File: src/rtl/pga_pkg.sv
`timescale 1ns/1ps
package pga_pkg;
  // Register selects on the software port
  localparam logic SEL_RESV = 1'b0;
  localparam logic SEL_FREE = 1'b1;
endpackage

File: src/rtl/pga_lowest.sv
`timescale 1ns/1ps
// Finds the lowest set bit of a vector.
module pga_lowest #(
  parameter int W  = 64,
  parameter int IW = $clog2(W)
) (
  input  logic [W-1:0]  vec,
  output logic [IW-1:0] idx,
  output logic          found
);
  always_comb begin
    idx   = '0;
    found = 1'b0;
    for (int i = W - 1; i >= 0; i--) begin
      if (vec[i]) begin
        idx   = IW'(i);
        found = 1'b1;
      end
    end
  end
endmodule

File: src/rtl/pga_pool.sv
`timescale 1ns/1ps
// Free-page bitmap and free-page counter, with two lowest-free candidates.
module pga_pool #(
  parameter int N  = 64,
  parameter int PW = $clog2(N),
  parameter int CW = $clog2(N + 1)
) (
  input  logic          clk,
  input  logic          rst,
  input  logic          soft_rst,
  input  logic          take_first,
  input  logic          take_second,
  input  logic          rel_vld,
  input  logic [PW-1:0] rel_page,
  output logic [CW-1:0] free_pages,
  output logic [PW-1:0] first_idx,
  output logic          first_ok,
  output logic [PW-1:0] second_idx,
  output logic          second_ok
);
  logic [N-1:0]  free_q, free_d, mask;
  logic [CW-1:0] cnt_q, cnt_d;
  logic          rel_hit;

  pga_lowest #(.W(N), .IW(PW)) u_first (
    .vec(free_q), .idx(first_idx), .found(first_ok)
  );

  assign mask = free_q & ~({{(N-1){1'b0}}, 1'b1} << first_idx);

  pga_lowest #(.W(N), .IW(PW)) u_second (
    .vec(mask), .idx(second_idx), .found(second_ok)
  );

  assign rel_hit = rel_vld && !free_q[rel_page];

  always_comb begin
    free_d = free_q;
    if (take_first)  free_d[first_idx]  = 1'b0;
    if (take_second) free_d[second_idx] = 1'b0;
    if (rel_hit)     free_d[rel_page]   = 1'b1;
    cnt_d = cnt_q - CW'(take_first) - CW'(take_second) + CW'(rel_hit);
  end

  always_ff @(posedge clk) begin
    if (rst || soft_rst) begin
      free_q <= '1;
      cnt_q  <= CW'(N);
    end else begin
      free_q <= free_d;
      cnt_q  <= cnt_d;
    end
  end

  assign free_pages = cnt_q;
endmodule

File: src/rtl/pga_regs.sv
`timescale 1ns/1ps
// Reservation register and registered readback.
module pga_regs
  import pga_pkg::*;
#(
  parameter int REG_W = 8,
  parameter int MULT  = 2,
  parameter int UW    = 9,
  parameter int RW    = REG_W + 1
) (
  input  logic             clk,
  input  logic             rst,
  input  logic             wr_en,
  input  logic             wr_sel,
  input  logic [2*REG_W-1:0] wr_data,
  input  logic             rd_sel,
  input  logic [UW-1:0]    free_units,
  output logic [2*REG_W-1:0] rd_data,
  output logic [RW-1:0]    resv_units
);
  logic [REG_W-1:0] resv_q;
  logic             unused_hi;

  assign unused_hi = ^wr_data[2*REG_W-1:REG_W];

  always_ff @(posedge clk) begin
    if (rst) resv_q <= '0;
    else if (wr_en && wr_sel == SEL_RESV) resv_q <= wr_data[REG_W-1:0];
  end

  // All-ones stands for the full 2^REG_W units
  assign resv_units = (resv_q == '1) ? RW'(1 << REG_W) : RW'(resv_q);

  always_ff @(posedge clk) begin
    if (rst) rd_data <= '0;
    else if (rd_sel == SEL_RESV) rd_data <= {REG_W'(MULT), resv_q};
    else rd_data <= (2*REG_W)'(free_units);
  end
endmodule

File: src/rtl/pga_top.sv
`timescale 1ns/1ps
module pga_top #(
  parameter int NUM_PAGES = 64,
  parameter int UPP       = 4,
  parameter int REG_W     = 8,
  parameter int MULT      = 2,
  localparam int PW       = $clog2(NUM_PAGES),
  localparam int CW       = $clog2(NUM_PAGES + 1),
  localparam int UW       = $clog2(NUM_PAGES * UPP + 1),
  localparam int RW       = REG_W + 1,
  localparam int DW       = 2 * REG_W
) (
  input  logic          clk,
  input  logic          rst,
  input  logic          soft_rst,
  input  logic          tx_req,
  output logic          tx_gnt,
  output logic          tx_deny,
  output logic [PW-1:0] tx_page,
  input  logic          rx_req,
  output logic          rx_gnt,
  output logic          rx_deny,
  output logic [PW-1:0] rx_page,
  input  logic          rel_vld,
  input  logic [PW-1:0] rel_page,
  input  logic          wr_en,
  input  logic          wr_sel,
  input  logic [DW-1:0] wr_data,
  input  logic          rd_sel,
  output logic [DW-1:0] rd_data
);
  localparam int CMPW = (UW > RW) ? UW : RW;

  logic [CW-1:0] free_pages;
  logic [PW-1:0] first_idx, second_idx, rx_idx;
  logic          first_ok, second_ok;
  logic [RW-1:0] resv_units;
  logic [UW-1:0] free_units;
  logic          tx_ok, rx_ok, rx_cand, rx_allow;
  logic [CMPW-1:0] avail_units;

  assign free_units = UW'(free_pages) * UW'(UPP);

  // Transmit first; receive uses whatever is left
  assign tx_ok       = tx_req && !soft_rst && first_ok;
  assign rx_cand     = tx_ok ? second_ok : first_ok;
  assign rx_idx      = tx_ok ? second_idx : first_idx;
  assign avail_units = CMPW'(free_pages - CW'(tx_ok)) * CMPW'(UPP);
  assign rx_allow    = (resv_units == '0) || (avail_units > CMPW'(resv_units));
  assign rx_ok       = rx_req && !soft_rst && rx_cand && rx_allow;

  pga_pool #(.N(NUM_PAGES), .PW(PW), .CW(CW)) u_pool (
    .clk(clk), .rst(rst), .soft_rst(soft_rst),
    .take_first(tx_ok || rx_ok), .take_second(tx_ok && rx_ok),
    .rel_vld(rel_vld && !soft_rst), .rel_page(rel_page),
    .free_pages(free_pages),
    .first_idx(first_idx), .first_ok(first_ok),
    .second_idx(second_idx), .second_ok(second_ok)
  );

  pga_regs #(.REG_W(REG_W), .MULT(MULT), .UW(UW), .RW(RW)) u_regs (
    .clk(clk), .rst(rst), .wr_en(wr_en), .wr_sel(wr_sel), .wr_data(wr_data),
    .rd_sel(rd_sel), .free_units(free_units), .rd_data(rd_data),
    .resv_units(resv_units)
  );

  always_ff @(posedge clk) begin
    if (rst) begin
      tx_gnt  <= 1'b0;
      tx_deny <= 1'b0;
      tx_page <= '0;
      rx_gnt  <= 1'b0;
      rx_deny <= 1'b0;
      rx_page <= '0;
    end else begin
      tx_gnt  <= tx_ok;
      tx_deny <= tx_req && !tx_ok;
      rx_gnt  <= rx_ok;
      rx_deny <= rx_req && !rx_ok;
      if (tx_ok) tx_page <= first_idx;
      if (rx_ok) rx_page <= rx_idx;
    end
  end
endmodule

File: config.mk
export PLATFORM = sky130hd
export DESIGN_NAME = pga_top
export DESIGN_NICKNAME = d
export VERILOG_FILES = /design/src/rtl/pga_pkg.sv /design/src/rtl/pga_lowest.sv /design/src/rtl/pga_pool.sv /design/src/rtl/pga_regs.sv /design/src/rtl/pga_top.sv
export SDC_FILE = /design/constraint.sdc
export NUM_CORES = 1
export LEC_CHECK = 0
export BUFFER_PORTS_ARGS = -buffer_cell sky130_fd_sc_hd__buf_2
export CELL_PAD_IN_SITES_DETAIL_PLACEMENT = 1
export CELL_PAD_IN_SITES_GLOBAL_PLACEMENT = 2
export CORE_MARGIN = 1.5
export CORE_UTILIZATION = 36
export DETAILED_ROUTE_END_ITERATION = 10
export GPL_ROUTABILITY_DRIVEN = 0
export PLACE_DENSITY_LB_ADDON = 0.1
export SLEW_MARGIN = 10
export SYNTH_ARGS = -nofsm -noshare
export SYNTH_HDL_FRONTEND = slang
export SYNTH_SLANG_ARGS = --single-unit
File: constraint.sdc
create_clock -name clk -period 6.75 [get_ports clk]
set_input_delay 0.3375 -clock clk [delete_from_list [all_inputs] [get_ports clk]]
set_output_delay 0.3375 -clock clk [all_outputs]
set_load 0.05 [all_outputs]
After elaboration in Yosys (flattened, before gate mapping)
Index checks and enable logic that the tools add are counted.
W data, S select, Z words.
{ "classes": {"bitwise_logic": 9, "n_addsub": 4, "magnitude_cmp": 7, "n_reduce_logical": 24, "shift": 1, "n_eq_ne": 1, "mux": 271} }
{ "ops": {"columns": ["cell", "n"], "rows": [
  ["$mux W6", 129],
  ["$and A64 B64 Y64", 3],
  ["$mux W64", 3],
  ["$not A64 Y64", 3],
  ["$mux W1", 133],
  ["$or A64 B64 Y64", 1],
  ["$shl A1 B6 Y64 const A", 1],
  ["$lt A6 B7 Y1 const B", 3],
  ["$sub A7 B1 Y7", 3],
  ["$demux W1 S6", 3],
  ["$ge A6 B1 Y1 const B", 3],
  ["$logic_and A1 B1 Y1", 14],
  ["$mux W10", 1],
  ["$gt A9 B9 Y1", 1],
  ["$logic_not A9 Y1", 1],
  ["$mux W9", 1],
  ["$eq A8 B8 Y1 const B", 1],
  ["$add A7 B1 Y7", 1],
  ["$bmux W1 S6", 1],
  ["$logic_not A1 Y1", 4],
  ["$reduce_or A2 Y1", 2],
  ["$logic_or A1 B1 Y1", 3],
  ["$not A1 Y1", 2]
]} }
{ "totals": {"ff_bits": 111, "in_bits": 31} }

Depth between registers and ports, before layout
Gate-level depths: netlist of the first run.
{ "depth": {"depth_word": 140, "mapped_depth": 34, "ltp_nobuf": 31} }

Modules after synthesis
Synthesis of the first run repeated with hierarchy kept, for this count alone.
{ "hier_totals": {"cells_unflattened": 956, "area_unflattened_um2": 7912.6} }
{ "modules_own_cells": {"columns": ["module", "cells_each", "area_each_um2", "n_inst", "seq_area_each_um2"], "rows": [
  ["pga_pool", 487, 4655.7, 1, 1421.4],
  ["pga_lowest", 140, 763.2, 2, 0.0],
  ["pga_top", 114, 957.2, 1, 320.3],
  ["pga_regs", 75, 773.2, 1, 360.3]
]} }

Least setup slack after synthesis of the first run
Ideal clock, no wire load.
{ "synth_timing": {"path_kind": "reg2reg", "start": "register u_pool.free_q[31]", "end": "register u_pool.cnt_q[5] (netlist: u_pool.free_pages[5])", "path_buffers": 3, "t_arrival_ps": 6030, "setup_ps": 128, "path_stages_with_launch": 33, "synth_period_minus_slack_ps": 6157, "required_ps": 6622, "slack_ps": 593, "path_cell_list": "dfxtp_1 -> buf_2 -> or4_4 -> nor4_1 -> a31oi_1 -> nand2_1 -> inv_1 -> clkbuf_1 -> ha_1 -> ha_1 -> inv_1 -> ha_1 -> a21o_1 -> a21o_1 -> a21oi_1 -> nor2b_1 -> o21ai_0 -> nand2b_1 -> a21oi_1 -> a21oi_1 -> o211ai_1 -> a41oi_1 -> clkbuf_1 -> fa_1 -> ha_1 -> inv_1 -> ha_1 -> inv_1 -> fa_1 -> o21bai_1 -> a21oi_1 -> xnor2_1 -> nor2_1"} }
{ "synth_lines": {"columns": ["element", "line_no", "text"], "rows": [
  ["start, declared", "pga_pool.sv:21", "logic [N-1:0] free_q, free_d, mask;"],
  ["start signal, assigned", "pga_pool.sv:50", "free_q <= free_d;"],
  ["$mux W1 (*) (32 in a row)", "pga_lowest.sv:15", "if (vec[i]) begin"],
  ["$logic_and A1 B1 Y1 (*)", "pga_top.sv:45", "assign tx_ok = tx_req && !soft_rst && first_ok;"],
  ["via tx_ok", "pga_top.sv:39", "logic tx_ok, rx_ok, rx_cand, rx_allow;"],
  ["$sub A7 B1 Y7", "pga_top.sv:48", "assign avail_units = CMPW'(free_pages - CW'(tx_ok)) * CMPW'(UPP);"],
  ["$gt A9 B9 Y1", "pga_top.sv:49", "assign rx_allow = (resv_units == '0) || (avail_units > CMPW'(resv_units));"],
  ["$logic_or A1 B1 Y1", "pga_top.sv:49", null],
  ["$logic_and A1 B1 Y1 (*)", "pga_top.sv:50", "assign rx_ok = rx_req && !soft_rst && rx_cand && rx_allow;"],
  ["via rx_ok", "pga_top.sv:39", null],
  ["$logic_or A1 B1 Y1", "pga_top.sv:54", ".take_first(tx_ok || rx_ok), .take_second(tx_ok && rx_ok),"],
  ["$sub A7 B1 Y7", "pga_pool.sv:42", "cnt_d = cnt_q - CW'(take_first) - CW'(take_second) + CW'(rel_hit);"],
  ["$sub A7 B1 Y7 (*)", "pga_pool.sv:42", null],
  ["$add A7 B1 Y7 (*)", "pga_pool.sv:42", null],
  ["end signal, assigned", "pga_pool.sv:48", "cnt_q <= CW'(N);"],
  ["end signal, assigned", "pga_pool.sv:51", "cnt_q <= cnt_d;"],
  ["end, declared", "pga_pool.sv:22", "logic [CW-1:0] cnt_q, cnt_d;"]
]} }
Mark *: on every way through the listed nets, which the timed path passes. The rest lies on a longest branch. The select of a mux whose other input is x is not followed.
A chain may end at the register's enable or synchronous reset.

Final worst setup path of the first run
{ "layout_timing": {"start": "register u_pool.free_q[20]", "end": "register u_pool.cnt_q[5] (netlist: u_pool.free_pages[5])"} }
{ "layout_via": {"elab_chain_cells": 95} }
{ "layout_lines": {"columns": ["element", "line_no", "text"], "rows": [
  ["$mux W6 (21 in a row)", "pga_lowest.sv:15", null],
  ["$shl A1 B6 Y64", "pga_pool.sv:29", "assign mask = free_q & ~({{(N-1){1'b0}}, 1'b1} << first_idx);"],
  ["$not A64 Y64", "pga_pool.sv:29", null],
  ["$and A64 B64 Y64", "pga_pool.sv:29", null],
  ["$mux W1 (64 in a row)", "pga_lowest.sv:15", null],
  ["$mux W1", "pga_top.sv:46", "assign rx_cand = tx_ok ? second_ok : first_ok;"],
  ["$logic_and A1 B1 Y1 (2 in a row)", "pga_top.sv:50", null],
  ["$logic_or A1 B1 Y1", "pga_top.sv:54", null],
  ["$sub A7 B1 Y7 (2 in a row)", "pga_pool.sv:42", null],
  ["$add A7 B1 Y7 (*)", "pga_pool.sv:42", null]
]} }
Every way passes the cells marked *; elsewhere a longest branch is shown, timed or not. The select of a mux whose other input is x is not followed.

==> results of run 1 <==
## state kept, by name, summed over array words and instances, names as in the netlist
signal             flops
u_regs.resv_q          8
rx_page                6
u_pool.free_q         64
rx_deny                1
tx_page                6
u_pool.free_pages      7
tx_gnt                 1
rx_gnt                 1
tx_deny                1
u_regs.rd_data        10
## critical path: cells and delay by family (launching register included)
family | cells | cell delay, ns
flip-flops | 1 | 0.44
buffers and inverters | 2 | 0.11
AO/OA/AOI/OAI | 4 | 0.94
adder cells (fa/ha/maj) | 4 | 1.33
XOR/XNOR | 1 | 0.14
AND/OR/NAND/NOR | 9 | 3.15
## power by group through the flow
stage | registers, uW | logic [uW] | clock network (uW)
after floorplan | 697 | 202 | 0
after global routing | 660 | 359 | 608
after global placement | 672 | 317 | 0
after CTS | 657 | 324 | 591
after detailed placement | 672 | 322 | 0
final | 657 | 325 | 589
## path summary, 6_finish.rpt
kind                     startpoint                   end  slack (ns)  cells past startpoint
setup / recovery  u_pool.free_q[20]  u_pool.free_pages[5]        0.50                     20
hold / removal           wr_data[4]      u_regs.resv_q[4]        0.19                      3
setup reg to reg  u_pool.free_q[20]  u_pool.free_pages[5]        0.50                     20
hold reg to reg          tx_page[5]            tx_page[5]        0.46                      2
## stage by stage
stage | setup WS (ns) | area, sq um | utilization, %
2_1_floorplan | 0.593 | 9200 | -
3_3_place_gp | 0.246 | 10100 | 40.0
3_5_place_dp | 0.252 | 10100 | 40.0
4_1_cts | 0.232 | 10400 | 41.3
5_1_grt | 0.0187 | 10400 | 41.6
6_report | 0.503 | 10400 | 41.6
## timing repair
item / CTS / global route
gates resized for setup: 0 / 12
endpoints found under the hold margin: 0 / 0
endpoints found under the setup margin: 0 / 52
hold buffers: 0 / 0
## synthesized netlist by cell type (all sizes together) (26+ instances only)
library cell  number  area [sq um]
inv               48           180
nand2b            37           231
nor4              36           244
o31ai             26           200
o211ai            45           343
buf               36           188
nand2             74           278
nor2              95           357
o21ai            147           758
a21oi             89           445
dfxtp            105          2100
nor3              44           220
clkbuf            72           272
## cells in the final DEF (no fill, tap or decap), drive strengths merged, types with 18 or more instances in the layout
master / count
a21oi: 89
nor4: 36
nand3: 20
nand2b: 37
nor2: 95
inv: 51
o21ai: 147
o31ai: 26
dfxtp: 105
ha: 21
o21a: 19
o211ai: 45
a211oi: 21
buf: 135
mux2i: 20
or2: 20
nand4: 18
nor3: 44
nand2: 74
## routing by layer
metal / part of all wire (%) / track usage, %
met5: 0 / 0
met4: 3.7 / 13.3
met3: 7.6 / 5.22
met2: 44 / 51.4
met1: 45 / 48.2
## kinds of logic after synthesis
family          share of synthesized area [%]
xor+xnor                                0.954
flops                                    22.9
compound gates                           35.5
mux                                      4.02
other cells                            0.0408
simple gates                             26.3
fa+ha+maj                                3.30
buf+inv                                  6.96
## layout make-up
cell class	instances	area, sq um
clock buffer	10	239
timing repair buffer	135	893
multi-input combinational	985	6530
fill	3214	14700
inverter	48	180
sequential	105	2100
tap	330	413
clock inverter	6	80.1
==> reports/qor.csv, run 1 <==
metric,value,unit
p_total,1570,uW
async_flop_share,0,%
drv_slew,0,
switching_power,514,uW
p_int,1060,uW
tightest_slew,1.17,ns
post_route_cells_drive_above_1_share,17.3,%
p_sw_share,32.7,%
synth_edf_count,0,
yosysWarningCount,0,
setup_viol,0,
die_w,163,um
cts_setup_buffers,0,
required,6.98,ns
slowest_delay,0.75,ns
yosysSeqAreaShare,22.9,%
fin_setup_tns,0,ns
synth_area_per_cell,7.40,sq um
nets,1338,
start_util,36.6,%
maxSlewHeadroom,21.7,%
dpl.hpwl,34100,um
root_buffer,clkbuf_16,
cpMaxStageDelayCell,or4_1,
min_period,6.25,ns
clock_power_share,37.5,%
max_cap_violations,0,
synth_cell_type_count,94,
cts_tree,built,
final_hold_viol_count,0,
synth_flop_cell,dfxtp_1,
cts_max_level,3,
fp.dieH,163,um
status,"finished, final reports clean",
grt.total_usage,34.0,%
die_area,0.0265,sq mm
numCtsBuffers,9,
syn_inst,1241,
ys_ff_latch,105,
drc_errors,0,
area_delta_synth_final,13.6,%
vias_per_cell,6.63,
io_pins,63,
cts.path.max_buffers,2,
drt_iter0_drc,1069,
grt_max_degree,55,
antenna_found_initial,1,
first_pass_iters,5,
cp.arrival,6.48,ns
path_clk_slew,0.08,ns
leakage,0.00392,uW
end_kind,flop,
synthesis.area,0.00918,sq mm
pwr-share-seq,41.8,%
peakVddDrop,97.2,uV
fin_hold_ws,0.194,ns
power_density,151,mW/mm^2
coreArea,0.0251,sq mm
dp_cells,1603,
finalClockSkew,0.0185,ns
power_frac_comb,20.7,%
stdcell_count,1619,
grt_pass1_vias,10322,
cp-start-kind,flop,
routedWlPerCell,27.8,um
cp_max_fo,10,
num_rows,58,
final_antenna_net_count,0,
rsz0062_at_grt,false,
cp_cell_sequence,or4_1 > or2_1 > a221o_1 > or4_1 > nor4_1 > nand4_1 > nand2_1 > nand4_1 > nor3_1 > a41oi_2 > fa_1 > ha_1 > inv_1 > ha_1 > inv_1 > fa_1 > o21bai_1 > a21oi_1 > xnor2_1 > nor2_1,
cts_sinks,105,
path_class,reg -> reg,
routed_wl,45000,um
overflow,0,
clk_latency,0.38,ns
hold_class,in -> reg,
grt_pass1_wl,66800,um
port_buffers,48,
vias,10735,
finalCritPeriodShare,92.5,%
antenna_cells,0,
max_freq,160,MHz
No activity file was read; power rests on OpenSTA's default activity.
==> run 2, diff against run 1 <==
Settings changed: CORE_ASPECT_RATIO from default to 0.9, CORE_UTILIZATION 36 to 39.
Clock period 6.75 ns to 7.55 ns, I/O delays scaled along.
==> run 2 against run 1 <==
  * Worst hold slack better by 0.052 ns
  * Register-to-register slack worse by 0.08 ns
  * Sequential share of layout area up 0.92 points
  * Core utilization up 1.4 points
  * Global-route usage up 1.1 points
  * Cell area down 4.4%
  * Critical path type unchanged
  * Highest routed layer unchanged
  * Critical path depth unchanged
  * Sequential power down 11%
  * Die area down 7.5%
==> reports/qor.csv, run 2 (same netlist as run 1, synthesis figures left out) <==
metric,value,unit,change
pre_cts_ws,0.610,ns,was 0.252 ns
final_cell_mix,"o21ai_0, dfxtp_1, nor2_1",,unchanged
path_clk_slew,0.09,ns,was 0.08 ns
finalClockSkew,0.0230,ns,was 0.0185 ns
final_hold_viol_count,0,,unchanged
clk_latency,0.37,ns,was 0.38 ns
start_util,39.6,%,was 36.6%
port_buffers,48,,unchanged
cp_max_fo,17,,was 10
maxSlewHeadroom,21.3,%,was 21.7%
worst_slack,0.427,ns,was 0.503 ns
fin_setup_tns,0,ns,unchanged
cp_cell_sequence,buf_4 > nor4_1 > o21ai_0 > a22o_1 > nor3_1 > nand2_1 > o21ai_0 > nand4_1 > nor3_1 > a41oi_1 > fa_1 > ha_1 > inv_1 > ha_1 > inv_1 > fa_1 > o21bai_1 > a21oi_1 > xnor2_1 > nor2_1,,was or4_1 > or2_1 > a221o_1 > or4_1 > nor4_1 > nand4_1 > nand2_1 > nand4_1 > nor3_1 > a41oi_2 > fa_1 > ha_1 > inv_1 > ha_1 > inv_1 > fa_1 > o21bai_1 > a21oi_1 > xnor2_1 > nor2_1
numCtsBuffers,9,,unchanged
min_period,7.12,ns,was 6.25 ns
die_w,165,um,was 163 um
die_area,0.0245,sq mm,was 0.0265 sq mm
routed_wl,42200,um,was 45000 um
power_density,138,mW/mm^2,was 151 mW/mm^2
fp.dieH,149,um,was 163 um
drv_slew,0,,unchanged
largest_reg_flops,64,,unchanged
required,7.77,ns,was 6.98 ns
cts.path.max_buffers,2,,unchanged
crit_family,simple AND/OR/NAND/NOR gates,,unchanged
layout_commonest_cell,o21ai_0,,unchanged
drc_errors,0,,unchanged
grt_pass1_vias,10234,,was 10322
cts_setup_buffers,0,,unchanged
tightest_slew,1.17,ns,about the same
drt_iter0_drc,1267,,was 1069
max_cap_violations,0,,unchanged
path_buf_inv,3,,was 2
end_kind,flop,,unchanged
cts_tree,built,,unchanged
largest_register,u_pool.free_q,,unchanged
peakVddDrop,111,uV,was 97.2 uV
finalCritPeriodShare,94.3,%,was 92.5%
slowest_delay,0.98,ns,was 0.75 ns
nets,1290,,was 1338
max_freq,140,MHz,was 160 MHz
num_rows,53,,was 58
grt_max_degree,55,,unchanged
rsz0062_at_grt,false,,unchanged
cp.arrival,7.35,ns,was 6.48 ns
status,"finished, final reports clean",,unchanged
cts_max_level,3,,unchanged
final_antenna_net_count,0,,unchanged
cts_resized,0,,unchanged
dpl.hpwl,32000,um,was 34100 um
cpMaxStageDelayCell,nor4_1,,was or4_1
coreArea,0.0232,sq mm,was 0.0251 sq mm
vias,10547,,was 10735
post_route_cells_drive_above_1_share,13.4,%,was 17.3%
cts_sinks,105,,unchanged
overflow,0,,unchanged
fillerInstances,2917,,was 3214
antenna_found_initial,0,,was 1
path_class,reg -> reg,,unchanged
vias_per_cell,6.83,,was 6.63
hold_buffers,0,,unchanged
root_buffer,clkbuf_16,,unchanged
grt.total_usage,35.1,%,was 34.0%
routedWlPerCell,27.4,um,was 27.8 um
reg_top3,"u_pool.free_q (64), u_regs.rd_data (10), u_regs.resv_q (8)",,unchanged
io_pins,63,,unchanged
first_pass_iters,7,,was 5
grt_pass1_wl,64200,um,was 66800 um
area_delta_synth_final,8.67,%,was 13.6%
reg2reg_slack,0.43,ns,was 0.50 ns
cp-start-kind,flop,,unchanged
hold_class,in -> reg,,unchanged
setup_viol,0,,unchanged
leakage,0.00369,uW,was 0.00392 uW
fin_hold_ws,0.246,ns,was 0.194 ns
## run 2: changes by cell type in the layout (fill, tap and decap cells not counted), moves of 2 or more
| cell | before | now |
|---|---|---|
| clkinv_8 | 1 | 3 |
| nor4_2 | 8 | 3 |
| nor4_1 | 27 | 33 |
| a22o_1 | 1 | 3 |
| a22o_2 | 2 | 0 |
| buf_4 | 87 | 39 |
## run 2: stage by stage
step                      util [%]  instances  area (sq um)  power, uW
after floorplan                  -       1246          9200        803
after global placement        41.6       1527          9670        881
after detailed placement      41.7       1527          9670        887
after CTS                     43.0       1543          9980       1380
after global routing          43.0       1543          9980       1430
final                         43.0       1544          9980       1370
## run 2: layout make-up
cell class / instances / area, sq um / share of cell area, %
Multi-Input combinational cell: 985 / 6470 / 64.9
Timing Repair Buffer: 87 / 533 / 5.34
Clock buffer: 9 / 225 / 2.26
Antenna cell: 1 / 2.50 / 0.0251
Sequential cell: 105 / 2100 / 21.1
Clock inverter: 7 / 82.6 / 0.828
Tap cell: 302 / 378 / 3.79
Inverter: 48 / 180 / 1.81
## run 2: power breakdown
group	switching, uW	internal [uW]	total (uW)
registers	15.7	571	587
logic	191	99.8	291
clock network	259	237	496
## run 2: metal layers
| metal | vias to the layer above | GRT usage, % | share of wire, % |
|---|---|---|---|
| li1 | 4703 | - | - |
| met1 | 5236 | 50.5 | 45 |
| met2 | 513 | 50.8 | 41 |
| met3 | 95 | 7.72 | 10 |
| met4 | 0 | 12.7 | 3.8 |
| met5 | - | 0 | 0 |
## run 2: tightest hold or removal path, stage by stage
cell     delay, ns
buf_2         0.08
mux2i_1       0.05
nor2_1        0.07
## run 2: final timing paths
path                                        from                    to  depth (start not counted)
worst min register to register        tx_page[0]            tx_page[0]                          2
worst min-delay path                  wr_data[1]      u_regs.resv_q[1]                          3
worst max register to register  u_pool.free_q[6]  u_pool.free_pages[5]                         20
worst max-delay path            u_pool.free_q[6]  u_pool.free_pages[5]                         20
==> run 3, diff against run 2 <==
Settings changed: RECOVER_POWER from default to 50.
==> run 3 against run 2 <==
  * The run now ends with capacitance limit, slew limit left
  * Core utilization shrank 0.20 points
  * Sequential share of layout area grew 0.10 points
  * Via count rose by 0.23%
  * Final cell count is essentially flat
  * Flip-flop and latch count unchanged
  * Register-to-register slack lost 0.04 ns
  * Total power hardly changed
  * Die area unchanged
  * Critical path depth increased by 2
  * Critical endpoint unchanged
  * Largest cell class unchanged
  * Highest routed layer unchanged
==> reports/qor.csv, run 3 (same netlist as run 1, synthesis figures left out) <==
metric,value,unit,change
grt.busiest_layer,met2,,unchanged
rsz0062_at_grt,false,,unchanged
antenna_found_initial,0,,unchanged
final_cell_mix,"o21ai_0, dfxtp_1, nor2_1",,unchanged
p_sw_share,34.1,%,was 33.9%
regArea,0.00210,sq mm,unchanged
first_pass_iters,6,,was 7
path_class,reg -> reg,,unchanged
cp.arrival,7.38,ns,was 7.35 ns
tightest_slew,1.71,ns,was 1.17 ns
max_cap_violations,1,,was 0
drv_slew,24,,was 0
multi_input_area,0.00647,sq mm,unchanged
area_delta_synth_final,8.15,%,was 8.67%
p_total,1370,uW,about the same
setup_viol,0,,unchanged
cts_tree,built,,unchanged
hold_buffers,0,,unchanged
grt.total_usage,35.1,%,unchanged
peakVddDrop,111,uV,about the same
root_buffer,clkbuf_16,,unchanged
cts_sinks,105,,unchanged
switching_power,468,uW,was 466 uW
largest_register,u_pool.free_q,,unchanged
grt_pass1_wl,64200,um,unchanged
layout_commonest_cell,o21ai_0,,unchanged
power_frac_comb,21.0,%,was 21.2%
max_freq,140,MHz,about the same
antenna_cells,0,,was 1
fp.dieH,149,um,unchanged
leakage,0.00357,uW,was 0.00369 uW
largest_reg_flops,64,,unchanged
grtUsageMet3,7.72,%,unchanged
nets,1290,,unchanged
grt_use_met2,50.8,%,unchanged
clock_power_share,36.3,%,was 36.1%
pwr-share-seq,42.7,%,about the same
grt_max_degree,55,,unchanged
final_antenna_net_count,0,,unchanged
routedWlPerCell,27.3,um,was 27.4 um
failed_checks,"capacitance limit, slew limit",,
vias,10571,,was 10547
vias_per_cell,6.85,,was 6.83
start_util,39.6,%,unchanged
coreArea,0.0232,sq mm,unchanged
finalCritPeriodShare,94.8,%,was 94.3%
maxSlewHeadroom,-13.8,%,was 21.3%
dpl.hpwl,32000,um,unchanged
post_route_cells_drive_above_1_share,11.0,%,was 13.4%
cp_max_fo,17,,unchanged
finalClockSkew,0.0239,ns,was 0.0230 ns
grt_use_met1,50.5,%,unchanged
drt_iter0_drc,1184,,was 1267
port_buffers,48,,unchanged
io_pins,63,,unchanged
power_density,138,mW/mm^2,about the same
cts_max_level,3,,unchanged
num_rows,53,,unchanged
path_clk_slew,0.09,ns,about the same
die_area,0.0245,sq mm,unchanged
drc_errors,0,,unchanged
end_kind,flop,,unchanged
hold_class,in -> reg,,unchanged
routed_wl,42200,um,about the same
cts.path.max_buffers,2,,unchanged
numCtsBuffers,9,,unchanged
min_period,7.16,ns,was 7.12 ns
grt_pass1_vias,10234,,unchanged
fin_setup_tns,0,ns,unchanged
cp-start-kind,flop,,unchanged
clk_latency,0.37,ns,about the same
die_w,165,um,unchanged
final_hold_viol_count,0,,unchanged
final_area,0.00993,sq mm,was 0.00998 sq mm
status,finished with violations,,"was finished, final reports clean"
cts_resized,0,,unchanged
required,7.78,ns,was 7.77 ns
dpl_cell_area,0.00967,sq mm,unchanged
overflow,0,,unchanged
reg_top3,"u_pool.free_q (64), u_regs.rd_data (10), u_regs.resv_q (8)",,unchanged
cts_setup_buffers,0,,unchanged
fillerInstances,2931,,was 2917
p_int,905,uW,was 908 uW
run 3: cell count changes in the layout (fill, tap and decap cells not counted):
cell      previous run  this run
buf_2               48        21
diode_2              1         0
and2_0               0         2
and2_1              15        13
clkbuf_1             0        30
buf_4               39        36
run 3: layout make-up:
cell class,instances,share of cell area [%]
Multi-Input combinational cell,985,65.2
Sequential cell,105,21.2
Inverter,48,1.81
Clock buffer,9,2.27
Timing Repair Buffer,87,4.91
Clock inverter,7,0.832
Tap cell,302,3.80
run 3: worst paths after layout:
| kind | cells after the start | slack [ns] | endpoint | start |
|---|---|---|---|---|
| worst max-delay path | 22 | 0.39 | u_pool.free_pages[5] | u_pool.free_q[6] |
| worst min-delay path | 3 | 0.25 | u_regs.resv_q[1] | wr_data[1] |
| worst max register to register | 22 | 0.39 | u_pool.free_pages[5] | u_pool.free_q[6] |
| worst min register to register | 2 | 0.46 | tx_page[0] | tx_page[0] |
run 3: power groups by stage:
stage	clock (uW)	combinational (uW)	sequential [uW]
after floorplan	0	180	623
after global placement	0	281	600
after detailed placement	0	287	600
after CTS	506	288	587
after global routing	521	320	590
final	498	288	587
run 3: stage by stage:
| stage | util (%) | worst slack, ns | instances | hold WS [ns] |
|---|---|---|---|---|
| global placement | 41.6 | 0.694 | 1527 | 0.442 |
| global route | 42.8 | 0.0182 | 1543 | 0.273 |
| floorplan | - | 1.39 | 1246 | 0.446 |
| finish | 42.8 | 0.392 | 1543 | 0.246 |
| CTS | 43.0 | 0.582 | 1543 | 0.237 |
| detailed placement | 41.7 | 0.610 | 1527 | 0.451 |
run 3: metal layers:
| layer | part of all wire [%] | up-vias |
|---|---|---|
| met5 | 0 | - |
| met4 | 3.8 | 0 |
| met2 | 41 | 512 |
| li1 | - | 4702 |
| met3 | 10 | 89 |
| met1 | 44 | 5268 |
run 3: worst max-delay path: stages (launching register included):
cell,delay (ns)
dfxtp_1,0.31
buf_4,0.18
nor4_1,0.98
o21ai_0,0.47
a22o_1,0.59
nor3_1,0.42
nand2_1,0.38
clkbuf_1,0.39
o21ai_0,0.44
nand3_1,0.21
nor4_1,0.30
buf_4,0.18
a41oi_1,0.26
fa_1,0.52
ha_1,0.28
inv_1,0.06
ha_1,0.16
inv_1,0.06
fa_1,0.40
o21bai_1,0.15
a21oi_1,0.09
xnor2_1,0.13
nor2_1,0.05
